==> src/rtl/irqagg_pkg.sv <==
package irqagg_pkg;

    localparam int NUM_LINES = 18;
    localparam int DATA_W    = 32;
    localparam int ADDR_W    = 6;
    localparam int SYNC_STAGES = 2;

    localparam logic [ADDR_W-1:0] OFF_CTRL = 6'h00;
    localparam logic [ADDR_W-1:0] OFF_ENA  = 6'h04;
    localparam logic [ADDR_W-1:0] OFF_STS  = 6'h08;
    localparam logic [ADDR_W-1:0] OFF_CLR  = 6'h0C;
    localparam logic [ADDR_W-1:0] OFF_POL  = 6'h10;

    localparam int CTRL_EN_BIT   = 31;
    localparam int CTRL_EDGE_BIT = 30;

    typedef enum logic [2:0] {
        SEL_CTRL,
        SEL_ENA,
        SEL_STS,
        SEL_CLR,
        SEL_POL,
        SEL_NONE
    } reg_sel_e;

    typedef enum logic {
        CAP_LEVEL = 1'b0,
        CAP_EDGE  = 1'b1
    } cap_mode_e;

    typedef struct packed {
        logic      glob_en;
        cap_mode_e mode;
    } ctrl_t;

    localparam ctrl_t CTRL_RESET = '{glob_en: 1'b1, mode: CAP_LEVEL};

    function automatic reg_sel_e decode_offset(input logic [ADDR_W-1:0] a);
        reg_sel_e s;
        case (a)
            OFF_CTRL: s = SEL_CTRL;
            OFF_ENA:  s = SEL_ENA;
            OFF_STS:  s = SEL_STS;
            OFF_CLR:  s = SEL_CLR;
            OFF_POL:  s = SEL_POL;
            default:  s = SEL_NONE;
        endcase
        return s;
    endfunction

    function automatic logic [DATA_W-1:0] ctrl_to_word(input ctrl_t c);
        logic [DATA_W-1:0] w;
        w = '0;
        w[CTRL_EN_BIT]   = c.glob_en;
        w[CTRL_EDGE_BIT] = (c.mode == CAP_EDGE);
        return w;
    endfunction

    function automatic ctrl_t word_to_ctrl(input logic [DATA_W-1:0] w);
        ctrl_t c;
        c.glob_en = w[CTRL_EN_BIT];
        c.mode    = w[CTRL_EDGE_BIT] ? CAP_EDGE : CAP_LEVEL;
        return c;
    endfunction

endpackage

==> src/rtl/irqagg_sync.sv <==
module irqagg_sync #(
    parameter int N      = irqagg_pkg::NUM_LINES,
    parameter int STAGES = irqagg_pkg::SYNC_STAGES
) (
    input  logic         clk,
    input  logic         rst,
    input  logic [N-1:0] async_i,
    output logic [N-1:0] sync_o
);

    logic [N-1:0] stage_q [STAGES];

    generate
        for (genvar s = 0; s < STAGES; s++) begin : g_stage
            if (s == 0) begin : g_first
                always_ff @(posedge clk) begin
                    if (rst) stage_q[s] <= '0;
                    else     stage_q[s] <= async_i;
                end
            end else begin : g_next
                always_ff @(posedge clk) begin
                    if (rst) stage_q[s] <= '0;
                    else     stage_q[s] <= stage_q[s-1];
                end
            end
        end
    endgenerate

    assign sync_o = stage_q[STAGES-1];

endmodule

==> src/rtl/irqagg_capture.sv <==
module irqagg_capture
    import irqagg_pkg::*;
#(
    parameter int N = irqagg_pkg::NUM_LINES
) (
    input  logic         clk,
    input  logic         rst,
    input  logic [N-1:0] line_i,
    input  logic [N-1:0] pol_i,
    input  cap_mode_e    mode_i,
    input  logic [N-1:0] clr_i,
    output logic [N-1:0] sts_o
);

    logic [N-1:0] act;
    logic [N-1:0] prev_q;
    logic [N-1:0] sts_q;

    // polarity 1: high is active; polarity 0: low is active
    assign act = ~(line_i ^ pol_i);

    generate
        for (genvar i = 0; i < N; i++) begin : g_line
            always_ff @(posedge clk) begin
                if (rst) begin
                    prev_q[i] <= 1'b0;
                    sts_q[i]  <= 1'b0;
                end else begin
                    prev_q[i] <= act[i];
                    if (mode_i == CAP_EDGE) begin
                        if (act[i] && !prev_q[i]) sts_q[i] <= 1'b1;
                        else if (clr_i[i])        sts_q[i] <= 1'b0;
                    end else begin
                        sts_q[i] <= act[i];
                    end
                end
            end
        end
    endgenerate

    assign sts_o = sts_q;


    edge_hold_chk: assert property (@(posedge clk) disable iff (rst)
        (mode_i == CAP_EDGE) |=> ((($past(sts_q) & ~$past(clr_i)) & ~sts_q) == '0));


    edge_set_chk: assert property (@(posedge clk) disable iff (rst)
        (mode_i == CAP_EDGE) |=>
            ((sts_q & ~$past(sts_q) & ~($past(act) & ~$past(prev_q))) == '0));


    level_follow_chk: assert property (@(posedge clk) disable iff (rst)
        (mode_i == CAP_LEVEL) |=> (sts_q == $past(act)));

endmodule

==> src/rtl/irqagg_regs.sv <==
module irqagg_regs
    import irqagg_pkg::*;
#(
    parameter int N = irqagg_pkg::NUM_LINES
) (
    input  logic              clk,
    input  logic              rst,
    input  logic [ADDR_W-1:0] bus_addr,
    input  logic              bus_wr,
    input  logic [DATA_W-1:0] bus_wdata,
    output logic [DATA_W-1:0] bus_rdata,
    input  logic [N-1:0]      sts_i,
    output ctrl_t             ctrl_o,
    output logic [N-1:0]      ena_o,
    output logic [N-1:0]      pol_o,
    output logic [N-1:0]      clr_o
);

    localparam int PAD_W = DATA_W - N;

    ctrl_t        ctrl_q;
    logic [N-1:0] ena_q;
    logic [N-1:0] pol_q;
    reg_sel_e     sel;
    logic         unused_wdata;

    assign sel = decode_offset(bus_addr);
    assign unused_wdata = ^bus_wdata[CTRL_EDGE_BIT-1:N];

    always_ff @(posedge clk) begin
        if (rst) begin
            ctrl_q <= CTRL_RESET;
            ena_q  <= '0;
            pol_q  <= '1;
        end else if (bus_wr) begin
            case (sel)
                SEL_CTRL: ctrl_q <= word_to_ctrl(bus_wdata);
                SEL_ENA:  ena_q  <= bus_wdata[N-1:0];
                SEL_POL:  pol_q  <= bus_wdata[N-1:0];
                default:  ;
            endcase
        end
    end

    assign clr_o = (bus_wr && sel == SEL_CLR) ? bus_wdata[N-1:0] : '0;

    always_comb begin
        case (sel)
            SEL_CTRL: bus_rdata = ctrl_to_word(ctrl_q);
            SEL_ENA:  bus_rdata = {{PAD_W{1'b0}}, ena_q};
            SEL_STS:  bus_rdata = {{PAD_W{1'b0}}, sts_i};
            SEL_POL:  bus_rdata = {{PAD_W{1'b0}}, pol_q};
            default:  bus_rdata = '0;
        endcase
    end

    assign ctrl_o = ctrl_q;
    assign ena_o  = ena_q;
    assign pol_o  = pol_q;


    unmapped_wr_chk: assert property (@(posedge clk) disable iff (rst)
        (bus_wr && sel == SEL_NONE) |=> ($stable(ctrl_q) && $stable(ena_q) && $stable(pol_q)));


    status_ro_chk: assert property (@(posedge clk) disable iff (rst)
        (bus_wr && sel == SEL_STS) |=> ($stable(ctrl_q) && $stable(ena_q) && $stable(pol_q)));


    clr_source_chk: assert property (@(posedge clk) disable iff (rst)
        (clr_o != '0) |-> (bus_wr && bus_addr == OFF_CLR));

endmodule

==> src/rtl/irq_aggregator.sv <==
module irq_aggregator
    import irqagg_pkg::*;
#(
    parameter int N = irqagg_pkg::NUM_LINES
) (
    input  logic              clk,
    input  logic              rst,
    input  logic [ADDR_W-1:0] bus_addr,
    input  logic              bus_wr,
    input  logic [DATA_W-1:0] bus_wdata,
    output logic [DATA_W-1:0] bus_rdata,
    input  logic [N-1:0]      irq_req_i,
    output logic              irq_out
);

    logic [N-1:0] line_sync;
    logic [N-1:0] sts;
    logic [N-1:0] ena;
    logic [N-1:0] pol;
    logic [N-1:0] clr;
    ctrl_t        ctrl;

    irqagg_sync #(.N(N), .STAGES(SYNC_STAGES)) u_sync (
        .clk     (clk),
        .rst     (rst),
        .async_i (irq_req_i),
        .sync_o  (line_sync)
    );

    irqagg_capture #(.N(N)) u_capture (
        .clk    (clk),
        .rst    (rst),
        .line_i (line_sync),
        .pol_i  (pol),
        .mode_i (ctrl.mode),
        .clr_i  (clr),
        .sts_o  (sts)
    );

    irqagg_regs #(.N(N)) u_regs (
        .clk       (clk),
        .rst       (rst),
        .bus_addr  (bus_addr),
        .bus_wr    (bus_wr),
        .bus_wdata (bus_wdata),
        .bus_rdata (bus_rdata),
        .sts_i     (sts),
        .ctrl_o    (ctrl),
        .ena_o     (ena),
        .pol_o     (pol),
        .clr_o     (clr)
    );

    assign irq_out = ctrl.glob_en && ((ena & sts) != '0);


    glob_off_chk: assert property (@(posedge clk) disable iff (rst)
        !bus_rdata[0] || 1'b1 |-> (!ctrl.glob_en -> !irq_out));


    no_enabled_pending_chk: assert property (@(posedge clk) disable iff (rst)
        (ena == '0) |-> !irq_out);

endmodule

==> config.mk <==
export PLATFORM = sky130hd
export DESIGN_NAME = irq_aggregator
export DESIGN_NICKNAME = d
export VERILOG_FILES = /design/src/rtl/irqagg_pkg.sv /design/src/rtl/irqagg_sync.sv /design/src/rtl/irqagg_capture.sv /design/src/rtl/irqagg_regs.sv /design/src/rtl/irq_aggregator.sv
export SDC_FILE = /design/constraint.sdc
export NUM_CORES = 1
export LEC_CHECK = 0
export ABC_CLOCK_PERIOD_IN_PS = 2300
export BUFFER_PORTS_ARGS = -buffer_cell sky130_fd_sc_hd__buf_2
export CAP_MARGIN = 20
export CORE_ASPECT_RATIO = 0.8
export CORE_MARGIN = 4
export CORE_UTILIZATION = 55
export DETAILED_ROUTE_END_ITERATION = 8
export PLACE_DENSITY_LB_ADDON = 0.25
export SYNTH_ARGS = -nofsm -noshare
export SYNTH_HDL_FRONTEND = slang
export SYNTH_HIERARCHICAL = 1
export SYNTH_SLANG_ARGS = --single-unit
==> constraint.sdc <==
create_clock -name clk -period 2.3 [get_ports clk]
set_input_delay 0.345 -clock clk [delete_from_list [all_inputs] [get_ports clk]]
set_output_delay 0.345 -clock clk [all_outputs]
set_load 0.005 [all_outputs]
# [After elaboration in Yosys (flattened, before gate mapping)]
# Memory sizes are Yosys's and may differ from the RTL's.
# Cells that the tools add are included.
[word_totals] output_inout_bits=33 register_bits=74 mem_count=1 word_cells=179 input_bits=59 mem_bits_rw=36
[mem_list] name="u_sync.stage_q" depth=2 word_bits=18 read_ports=2 rd_ports_with_merged_regs=0 write_ports=2 line="irqagg_sync.sv:11" source="logic [N-1:0] stage_q [STAGES];"
[op_classes] n_eq_ne=26 n_reduce_logical=44 n_bitwise=5 mux=63
[ops] operator="$pmux W32 S4" count=1
[ops] operator="$mux W1" count=58
[ops] operator="$mux W18" count=3
[ops] operator="$ne A3 B3 Y1 const B" count=18
[ops] operator="$logic_and A1 B1 Y1" count=20
[ops] operator="$and A18 B18 Y18" count=1
[ops] operator="$logic_not A1 Y1" count=18
[ops] operator="$not A18 Y18" count=1
[ops] operator="$reduce_bool A18 Y1" count=1
[ops] operator="$xor A18 B18 Y18" count=1
[ops] operator="$pmux W3 S5" count=1
[ops] operator="$eq A6 B4 Y1 const B" count=2
[ops] operator="$eq A3 B2 Y1 const B" count=2
[ops] operator="$eq A6 B3 Y1 const B" count=1
[ops] operator="$eq A6 B5 Y1 const B" count=1
[ops] operator="$logic_not A6 Y1" count=1
[ops] operator="$reduce_and A2 Y1" count=3
[ops] operator="$eq A3 B1 Y1 const B" count=1
[ops] operator="$eq A3 B3 Y1 const B" count=1
[ops] operator="$logic_not A3 Y1" count=1
[ops] operator="$or A1 B1 Y1" count=2

# [Logic depth before layout (Yosys ltp)]
# Gate-level depths: netlist (run 1).
[logic_depth] ltp_word=8 ltp_mapped=6

# [Cells and area by module]
# The synthesis (run 1) kept the hierarchy.
[by_module_without_submodules] module="irqagg_regs" instances=1 area_per_inst_um2=2163.3 seq_area_each_um2=760.7 cells_per_inst=254
[by_module_without_submodules] module="irqagg_capture" instances=1 area_per_inst_um2=1451.4 seq_area_each_um2=720.7 cells_per_inst=135
[by_module_without_submodules] module="irqagg_sync" instances=1 area_per_inst_um2=994.7 seq_area_each_um2=720.7 cells_per_inst=75
[by_module_without_submodules] module="irq_aggregator" instances=1 area_per_inst_um2=108.9 seq_area_each_um2=0.0 cells_per_inst=12

# [Least setup slack after synthesis (run 1)]
# OpenSTA, ideal clock, no wires.
[synth_path] path_kind="in2out" startpoint="input bus_addr[1]" endpoint="output bus_rdata[10]" path_stages=5 slack_ns=0.350 path_buffers=2 arrival_ns=1.605 path_cell_list="or4_1 > buf_6 > nor2_2 > buf_6 > a221o_1"
[synth_via] elab_chain_len=4 word_cells_on_any_way=11
[synth_lines] item="start, declared" line="irq_aggregator.sv:8" source="input logic [ADDR_W-1:0] bus_addr,"
[synth_lines] item="$eq A6 B5 Y1 (tied with other cells)" line="irqagg_pkg.sv:40" source="case (a)"
[synth_lines] item="$pmux W3 S5 (*)" line="irqagg_pkg.sv:40"
[synth_lines] item="$eq A3 B3 Y1 (tied with other cells)" line="irqagg_regs.sv:48" source="case (sel)"
[synth_lines] item="$pmux W32 S4 (*)" line="irqagg_regs.sv:48"
[synth_lines] item="end, declared" line="irq_aggregator.sv:11" source="output logic [DATA_W-1:0] bus_rdata,"
# Mark *: on every way between the ends. The rest lies on a longest branch, timed or not.

# [Worst setup path after layout (run 1)]
[layout_path] startpoint="input bus_addr[1]" endpoint="output bus_rdata[17]"
# The elaborated chain is that of the path after synthesis.

==> results_dict.tcl, run 1 <==
set metrics [dict create \
    status "finished clean" \
    ant_nets 0 \
    clock_sink_count 110 \
    synth_edf_count 0 \
    dieArea_um2 10100 \
    dieHeight_um 90.8 \
    critPathCaptureType "output pin" \
    critPathLaunchType "primary input" \
    multi_input_combinational_cell_area_um2 2200 \
    maxCapViolations 0 \
    synth_xor_xnor_area_share 0.0334 \
    report.final.hold_viol_count 0 \
    cts_max_path_buffers 2 \
    port_buffers 67 \
    start_util 0.581 \
    met2_usage 0.324 \
    critPathMaxStageDelay_ps 580 \
    vdd.ir_drop.worst_v 0.000374 \
    clock_tree.root_cell "clkbuf_8" \
    synth-simple-area-share 0.202 \
    htreeDepth 3 \
    drive_gt1_frac 0.226 \
    synth-warning-count 6 \
    n_fill_cell 658 \
    timing.final.crit_share 0.920 \
    cp_num_buf_inv 3 \
    synth_compound_area_frac 0.142 \
    cp.arrival_ps 1770 \
    synth.top_cells.by_area "dfxtp_1 (47%), mux2i_1 (7.6%), nor2_1 (4.4%)" \
    seqCellArea_um2 2200 \
    die_w_um 112 \
    adder_cell_share_of_the_synthesized_area 0 \
    io_pins 92 \
    synthDominantCellAreaShare 0.467 \
    grt.met3_usage 0.0576 \
    drcViolationCount 0 \
    rel_slew_slack 0.588 \
    clock_latency_ps 370 \
    clock-skew-final_ps 8.98 \
    timing.critical_path.cells "buf_2, or4_1, nor2_2, buf_12, a221o_1, buf_2" \
    cts_made_buffers 9 \
    synth_mux_area_frac 0.0764 \
    max_slew.worst_pin.slew_ps 617 \
    synthCells 476 \
    critical_path.max_fanout 12 \
    finalPower_mw 3.31 \
    grt_pass1_vias 3347 \
    finalSetupTns_ps 0 \
    postSynth.asyncResetShare 0 \
    synth_seq_area_share 0.467 \
    timing_worst_setup_path_type "in2out" \
    grt_setup_unrepaired "false" \
    gp_routability_congestion 0.815 \
    initial_antenna_violation_count 0 \
    finalCoreUtilization 0.650 \
    netlist_area_um2 4720 \
    synth_largest_area_cell "dfxtp_1" \
    cts-hold-fix-buffers 0 \
    avgRoutedWirePerCell_um 15.8 \
    globalRoute.busiestLayer "met2" \
    post_synth.cell_area_avg_um2 9.91 \
    grt_pass1_wl_um 16500 \
    cts.clk_slew.worst_paths_ps 100 \
    grt_max_degree 62 \
    final_period_minus_worst_setup_slack_ps 2120 \
    area_delta_synth_final_pct 12.0 \
    row_count 29 \
    hpwl_um 7090 \
    global_route_total_usage_across_every_layer 0.205 \
    core_area_um2 8130 \
    initialDrtViolationCount 230 \
    grt_use_met1 0.266 \
    report.final.slew_viol_count 0 \
    achievable-frequency_ghz 0.473 \
    power_per_cell_area_nw_per_um2 627 \
    detailedPlace.worstSlack_ps 213 \
    cts_tree "built" \
    antenna_cells_inserted 0 \
    finalWirelength_um 10200 \
    largest_family_of_logic_cells_by_synthesized_area "simple AND/OR/NAND/NOR gates" \
    cpMaxStageDelayCell "or4_1" \
    finalWorstSetupSlack_ps 184 \
    detail_route.vias_per_cell 5.39 \
    worstHoldPathType "in2reg" \
    cts.repair_timing.setup_buffer_count 0 \
    dr_total_vias 3499 \
    critical-path-top-cell-by-count "buf_2" \
    worst-endpoint-required_ps 1960 \
    synth-main-ff-cell "dfxtp_1" \
    final-setup-viol-count 0 \
    nets 595 \
    power.static_leakage_nw 2.23 \
    drtPass1Iterations 5 \
    crit_family "simple AND/OR/NAND/NOR gates" \
    synth_cell_types 41 \
    grt.overflow.total 0 \
    postSynthRegisterBits 110 \
    cts-resized-gates 0 \
]
[placed cells by master, fill, tap and decap left out, types with 2 or more instances in the layout]
master,synthesis,routed
a21o_1,18,18
a221o_1,18,18
a221oi_2,2,2
a22o_1,2,2
a22oi_1,4,4
and2_1,18,18
and2b_2,6,6
and3_1,20,20
buf_12,1,4
buf_2,4,66
buf_4,13,9
clkbuf_8,0,9
conb_1,1,12
dfxtp_1,110,110
inv_1,20,20
inv_6,0,3
mux2i_1,36,36
nand2_1,36,36
nand3_1,2,2
nand4_1,2,2
nor2_1,55,55
nor2b_1,31,31
o21ai_0,2,2
o32ai_1,8,8
o32ai_2,10,10
xor2_1,18,18
[worst register-to-register path, cell delays in order (launching register included)]
cell and delay [ps]:
dfxtp_1 580, nand2b_4 270, o32ai_1 310
[metrics by stage]
step | area [µm²] | instances | hold WS, ps
floorplan | 4760 | 487 | 414
global placement | 5090 | 633 | 423
detailed placement | 5090 | 633 | 421
CTS | 5280 | 649 | 155
global route | 5280 | 649 | 161
finish | 5280 | 649 | 175
[synthesized netlist by cell type (all sizes together), types with 2 or more instances]
cell / number
a21o: 18
a221o: 18
a221oi: 2
a22o: 2
a22oi: 5
and2: 18
and2b: 6
and3: 20
buf: 27
clkbuf: 14
dfxtp: 110
inv: 21
mux2i: 36
nand2: 36
nand2b: 2
nand3: 2
nand4: 2
nor2: 57
nor2b: 31
nor4b: 2
o21ai: 2
o32ai: 18
xor2: 18
[final cells by class]
type	count	share of cell area
repair buffers	79	0.0905
multi-input cells	315	0.416
inverters	21	0.0149
clock buffers	10	0.0242
clock inverters	6	0.0118
well taps	108	0.0256
flip-flops and latches	110	0.417
[flip-flops by register name, indices dropped and copies added (netlist names)]
name	count
u_regs/pol_o	18
u_capture/sts_o	18
u_regs/ena_o	18
u_capture/prev_q	18
u_sync/stage_q	36
u_regs/ctrl_o	2
[path summary, 6_finish.rpt]
| path | slack [ps] | startpoint | endpoint | cells past startpoint |
|---|---|---|---|---|
| hold / removal | 180 | irq_req_i[8] | u_sync/stage_q[0][8]$_SDFF_PP0_ | 2 |
| setup / recovery | 180 | bus_addr[1] | bus_rdata[17] | 6 |
| hold reg to reg | 440 | u_sync/stage_q[0][3]$_SDFF_PP0_ | u_sync/stage_q[1][3]$_SDFF_PP0_ | 1 |
| setup reg to reg | 1050 | u_regs/ctrl_o[0]$_SDFFE_PP0P_ | u_capture/sts_o[11]$_SDFFE_PP0P_ | 2 |
[cells by family (layout without fill, tap and decap cells)]
family	Yosys count	after routing
simple gates	181	181
flops	110	110
compound gates	68	68
buf+inv	62	116
mux	36	36
xor+xnor	18	18
other cells	1	12
[per-layer routing]
layer,up-vias,part of all wire
li1,1715,-
met1,1610,0.44
met2,149,0.45
met3,25,0.090
met4,0,0.019
met5,-,0
[where the power goes]
part	switching, mW	total, mW	internal [mW]
Clock	0.683	1.11	0.425
Sequential	0.0251	1.98	1.95
Combinational	0.125	0.226	0.101
Total	0.834	3.31	2.48
Power figures use the tool's default switching activity.
==> run 2, diff against run 1 <==
--- a/config.mk
+++ b/config.mk
@@ -5,13 +5,16 @@
 export SDC_FILE = /design/constraint.sdc
 export NUM_CORES = 1
 export LEC_CHECK = 0
+export ABC_AREA = 1
 export ABC_CLOCK_PERIOD_IN_PS = 2300
 export BUFFER_PORTS_ARGS = -buffer_cell sky130_fd_sc_hd__buf_2
 export CAP_MARGIN = 20
 export CORE_ASPECT_RATIO = 0.8
 export CORE_MARGIN = 4
 export CORE_UTILIZATION = 55
+export CTS_CLUSTER_SIZE = 28
 export DETAILED_ROUTE_END_ITERATION = 8
+export GPL_TIMING_DRIVEN = 0
 export PLACE_DENSITY_LB_ADDON = 0.25
 export SYNTH_ARGS = -nofsm -noshare
 export SYNTH_HDL_FRONTEND = slang
==> run 2 against run 1 <==
  * Die area up 3.5%
  * Via count grew 27%
  * Setup slack lost 9.9 ps
  * Clock skew up 4.9 ps
  * Critical endpoint is now bus_rdata[14]
  * Combinational power increased by 15%
  * Power rose by 0.97%
  * Sequential share of layout area is 2.4 points lower
  * Area after synthesis rose by 3.8%
  * Core utilization is 0.20 points higher
  * Cell count grew 42%
  * Clock-buffer cell count stayed put
  * Sequential power is essentially flat
==> results_dict.tcl, run 2 <==
set metrics [dict create \
    status "finished clean" \
    synth_compound_area_frac 0.0194 \
    clock-skew-final_ps 13.9 \
    synth_cell_types 21 \
    cts-resized-gates 0 \
    synth_largest_area_cell "dfxtp_1" \
    htreeDepth 3 \
    multi_input_combinational_cell_area_um2 2070 \
    finish.instance_area_um2 5610 \
    grt_setup_unrepaired "false" \
    synth_mux_area_frac 0 \
    cts.repair_timing.setup_buffer_count 0 \
    cts.clk_slew.worst_paths_ps 100 \
    cts_tree "built" \
    timing.final.crit_share 0.924 \
    report.final.slew_viol_count 0 \
    top_library_cells_by_usage_in_the_layout_fill_and_taps_aside "nand2_1 (212), dfxtp_1 (110), nor2_1 (102)" \
    worstHoldPathType "in2reg" \
    synth-warning-count 6 \
    drtPass1Iterations 5 \
    initial_antenna_violation_count 0 \
    top_register "u_sync/stage_q" \
    maxCapViolations 0 \
    synth.cells.most_frequent "nand2_1 (212), dfxtp_1 (110), nor2_1 (102), inv_1 (100), nand3_1 (78)" \
    hpwl_um 8620 \
    power.static_leakage_nw 3.03 \
    vdd.ir_drop.worst_v 0.000345 \
    ant_nets 0 \
    area_delta_synth_final_pct 14.4 \
    cp.arrival_ps 1780 \
    drive_gt1_frac 0.162 \
    avgRoutedWirePerCell_um 12.3 \
    final_period_minus_worst_setup_slack_ps 2130 \
    synthDominantCellAreaShare 0.450 \
    critPathCaptureType "output pin" \
    dr_total_vias 4447 \
    report.final.hold_viol_count 0 \
    adder_cell_share_of_the_synthesized_area 0 \
    detail_route.vias_per_cell 4.83 \
    critical_path.max_fanout 10 \
    drcViolationCount 0 \
    cts_max_path_buffers 2 \
    achievable-frequency_ghz 0.470 \
    finalWorstSetupSlack_ps 174 \
    dpl_cell_area_um2 5420 \
    final-setup-viol-count 0 \
    n_fill_cell 750 \
    cts_made_buffers 9 \
    placedCellCount 905 \
    clock_tree.root_cell "clkbuf_8" \
    power_per_cell_area_nw_per_um2 597 \
    dieHeight_um 92.4 \
    die_w_um 114 \
    grt.overflow.total 0 \
    port_buffers 67 \
    dieArea_um2 10500 \
    io_pins 92 \
    largest_register_ffs 36 \
    antenna_cells_inserted 0 \
    post-synth-top-count-cell "nand2_1" \
    synth_edf_count 0 \
    gp_routability_congestion 0.882 \
    finalCoreUtilization 0.652 \
    max_slew.worst_pin.slew_ps 559 \
    seqCellArea_um2 2200 \
    postSynth.asyncResetShare 0 \
    clock_latency_ps 370 \
    grt_max_degree 21 \
    most_frequent_standard_cell_in_the_layout_excluding_fill_and_tap_cells "nand2_1" \
    finalWirelength_um 11300 \
    synth_xor_xnor_area_share 0 \
    critPathLaunchType "primary input" \
    synth-main-ff-cell "dfxtp_1" \
    cts-hold-fix-buffers 0 \
    detailedPlace.worstSlack_ps 241 \
    largest_family_of_logic_cells_by_synthesized_area "simple AND/OR/NAND/NOR gates" \
    row_count 30 \
    synth_seq_area_share 0.450 \
    core_area_um2 8600 \
    synth.top_cells.by_area "dfxtp_1 (45%), nand2_1 (16%), nand3_1 (8.0%)" \
    post_synth.cell_area_avg_um2 6.85 \
    netlist_area_um2 4900 \
    clock_sink_count 110 \
    grt_pass1_vias 3995 \
    stdcell_count 921 \
    synth-simple-area-share 0.394 \
    timing_worst_setup_path_type "in2out" \
    grt_pass1_wl_um 18600 \
    initialDrtViolationCount 408 \
    nets 863 \
    postSynthRegisterBits 110 \
    synthCells 715 \
    global_route_total_usage_across_every_layer 0.218 \
    worst-endpoint-required_ps 1960 \
    start_util 0.570 \
    finalSetupTns_ps 0 \
    rel_slew_slack 0.626 \
]
==> run 2: through the flow <==
step | hold WS [ps] | total power, mW
final | 172 | 3.35
after global routing | 151 | 3.50
after CTS | 152 | 3.37
after detailed placement | 393 | 2.28
after global placement | 390 | 2.28
after floorplan | 388 | 2.19
==> run 2: layer usage <==
layer / share of wire / global-route usage / vias up / wire length (µm)
met5: 0 / 0 / - / 0
met4: 0.014 / 0.0661 / 0 / 157
met3: 0.099 / 0.0496 / 18 / 1120
met2: 0.42 / 0.324 / 217 / 4800
met1: 0.46 / 0.315 / 1870 / 5240
li1: - / - / 2342 / -
==> run 2: worst paths after layout <==
check / endpoint / cells past startpoint / slack [ps] / start
max: bus_rdata[14] / 7 / 170 / bus_addr[1]
min reg2reg: u_sync/stage_q[1][10]$_SDFF_PP0_ / 2 / 410 / u_sync/stage_q[0][10]$_SDFF_PP0_
max reg2reg: u_capture/sts_o[0]$_SDFFE_PP0P_ / 6 / 1010 / u_regs/ctrl_o[0]$_SDFFE_PP0P_
min: u_sync/stage_q[0][12]$_SDFF_PP0_ / 3 / 170 / irq_req_i[12]
==> run 2: where the power goes <==
group	internal [mW]	leakage, nW	switching, mW	total [mW]
Sequential	1.96	0.898	0.0280	1.99
Clock	0.426	0.0965	0.675	1.10
Combinational	0.102	2.03	0.157	0.260
Total	2.49	3.03	0.861	3.35
==> run 2: final cells by class <==
cell class / count / share of cell area
buffer: 41 / 0.0502
clock buffer: 10 / 0.0228
clock inverter: 6 / 0.0112
inverter: 103 / 0.0690
multi-input combinational: 472 / 0.369
sequential: 110 / 0.393
tap: 112 / 0.0250
timing repair buffer: 67 / 0.0598
==> run 2: critical path, stage by stage <==
cell and delay (ps):
buf_2 100, nor2_2 210, buf_2 260, clkbuf_1 380, nand4_1 200, nand3_1 150
buf_2 130
==> run 2: cell families (layout without fill, tap and decap cells) <==
logic type,Yosys count,count (layout)
compound gates,19,19
simple gates,441,441
buf+inv,144,227
flops,110,110
other cells,1,12
==> run 3, diff against run 2 <==
--- a/config.mk
+++ b/config.mk
@@ -15,7 +15,7 @@
 export CTS_CLUSTER_SIZE = 28
 export DETAILED_ROUTE_END_ITERATION = 8
 export GPL_TIMING_DRIVEN = 0
-export PLACE_DENSITY_LB_ADDON = 0.25
+export PLACE_DENSITY = 0.85
 export SYNTH_ARGS = -nofsm -noshare
 export SYNTH_HDL_FRONTEND = slang
 export SYNTH_HIERARCHICAL = 1
==> run 3 against run 2 <==
  * Cell count down 0.11%
  * Core utilization grew 0.17 points
  * Die area is the same
  * Global-route usage fell by 0.16 points
  * Via count is 2.0% higher
  * Clock-buffer cell count is 1 lower
  * Routed wire length rose by 1.3%
  * Clock skew down 6.2 ps
  * Non-clock buffer count stayed put
  * Setup slack improved by 51 ps
  * Critical path type unchanged
  * Critical endpoint unchanged
==> results_dict.tcl, run 3 (synthesis gave the netlist of run 2 again) <==
set metrics [dict create \
    status "finished clean" \
    timing.critical_path.cells "buf_2, nor2_2, buf_2, clkbuf_1, nand4_1, nand3_1, buf_2" \
    finish.instance_area_um2 5620 \
    vdd.ir_drop.worst_v 0.000312 \
    grt.overflow.total 0 \
    n_fill_cell 763 \
    clock_latency_ps 370 \
    finalSetupTns_ps 0 \
    cts_made_buffers 9 \
    report.final.slew_viol_count 0 \
    placedCellCount 905 \
    clock-skew-final_ps 7.68 \
    power_frac_comb 0.076 \
    critical-path-top-cell-by-count "buf_2" \
    ant_nets 0 \
    cts.repair_timing.setup_buffer_count 0 \
    port_buffers 67 \
    dieArea_um2 10500 \
    grt_pass1_vias 3962 \
    grt_pass1_wl_um 18400 \
    grt_setup_unrepaired "false" \
    gp_routability_congestion 0.898 \
    clock_sink_count 110 \
    final-setup-viol-count 0 \
    start_util 0.570 \
    io_pins 92 \
    intPower_mw 2.58 \
    grt_max_degree 20 \
    power.static_leakage_nw 3.03 \
    nets 863 \
    sw_frac_of_total 0.247 \
    achievable-frequency_ghz 0.482 \
    cts_tree "built" \
    finalWorstSetupSlack_ps 225 \
    maxCapViolations 0 \
    final_period_minus_worst_setup_slack_ps 2080 \
    initial_antenna_violation_count 0 \
    htreeDepth 3 \
    timing_worst_setup_path_type "in2out" \
    critPathMaxStageDelay_ps 390 \
    most_frequent_standard_cell_in_the_layout_excluding_fill_and_tap_cells "nand2_1" \
    dieHeight_um 92.4 \
    critPathCaptureType "output pin" \
    finalPower_mw 3.43 \
    dpl_cell_area_um2 5420 \
    drtPass1Iterations 5 \
    cts.clk_slew.worst_paths_ps 100 \
    finalCoreUtilization 0.654 \
    top_library_cells_by_usage_in_the_layout_fill_and_taps_aside "nand2_1 (212), dfxtp_1 (110), nor2_1 (102)" \
    antenna_cells_inserted 0 \
    cts_max_path_buffers 2 \
    power_per_cell_area_nw_per_um2 609 \
    clock_tree.root_cell "clkbuf_8" \
    report.final.hold_viol_count 0 \
    area_delta_synth_final_pct 14.7 \
    dr_total_vias 4537 \
    drcViolationCount 0 \
    stdcell_count 920 \
    cpMaxStageDelayCell "clkbuf_1" \
    sw_pwr_mw 0.845 \
    global_route_total_usage_across_every_layer 0.216 \
    whs_ps 169 \
    critical_path.max_fanout 10 \
    drive_gt1_frac 0.162 \
    hpwl_um 8870 \
    cp.arrival_ps 1730 \
    top_register "u_sync/stage_q" \
    critPathLaunchType "primary input" \
    die_w_um 114 \
    avgRoutedWirePerCell_um 12.5 \
    row_count 30 \
    worstHoldPathType "in2reg" \
    finalWirelength_um 11500 \
    timing.final.crit_share 0.902 \
    detail_route.vias_per_cell 4.93 \
    sequentialPowerShare 0.580 \
    worst-endpoint-required_ps 1960 \
    clock_power_share 0.345 \
    detailedPlace.worstSlack_ps 268 \
    cts-hold-fix-buffers 0 \
    largest_register_ffs 36 \
    cts-resized-gates 0 \
    max_slew.worst_pin.slew_ps 548 \
    core_area_um2 8600 \
    rel_slew_slack 0.633 \
    initialDrtViolationCount 415 \
]
==> run 3: cell type report <==
| type | instances | area (µm²) | share of cell area |
|---|---|---|---|
| clock buffers | 9 | 124 | 0.0220 |
| clock inverters | 6 | 81.3 | 0.0145 |
| multi-input cells | 472 | 2070 | 0.368 |
| well taps | 112 | 140 | 0.0249 |
| repair buffers | 67 | 335 | 0.0597 |
| inverters | 103 | 387 | 0.0688 |
| flip-flops and latches | 110 | 2200 | 0.392 |
| plain buffers | 41 | 282 | 0.0501 |
==> run 3: worst max-delay path: cells and delay by family <==
kind	cells	cell delay, ps
buffers and inverters	4	880
AND/OR/NAND/NOR	3	510
==> run 3: worst paths after layout <==
| kind | from | to | slack, ps | cells after the start |
|---|---|---|---|---|
| setup reg to reg | u_regs/ctrl_o[0]$_SDFFE_PP0P_ | u_capture/sts_o[1]$_SDFFE_PP0P_ | 1010 | 6 |
| setup / recovery | bus_addr[1] | bus_rdata[14] | 220 | 7 |
| hold / removal | irq_req_i[10] | u_sync/stage_q[0][10]$_SDFF_PP0_ | 170 | 3 |
| hold reg to reg | u_sync/stage_q[0][17]$_SDFF_PP0_ | u_sync/stage_q[1][17]$_SDFF_PP0_ | 410 | 2 |
==> run 3: power groups by stage <==
| stage | sequential (mW) | clock, mW | combinational, mW |
|---|---|---|---|
| after floorplan | 2.02 | 0 | 0.167 |
| after global placement | 2.03 | 0 | 0.247 |
| after detailed placement | 2.03 | 0 | 0.255 |
| after CTS | 1.98 | 1.20 | 0.256 |
| after global routing | 1.99 | 1.26 | 0.291 |
| final | 1.99 | 1.18 | 0.259 |
==> run 3: routing by layer <==
layer / part of all wire / track usage / routed length (µm)
met1: 0.44 / 0.290 / 5040
met2: 0.45 / 0.347 / 5140
met3: 0.10 / 0.0529 / 1150
met4: 0.011 / 0.0641 / 129
met5: 0 / 0 / 0
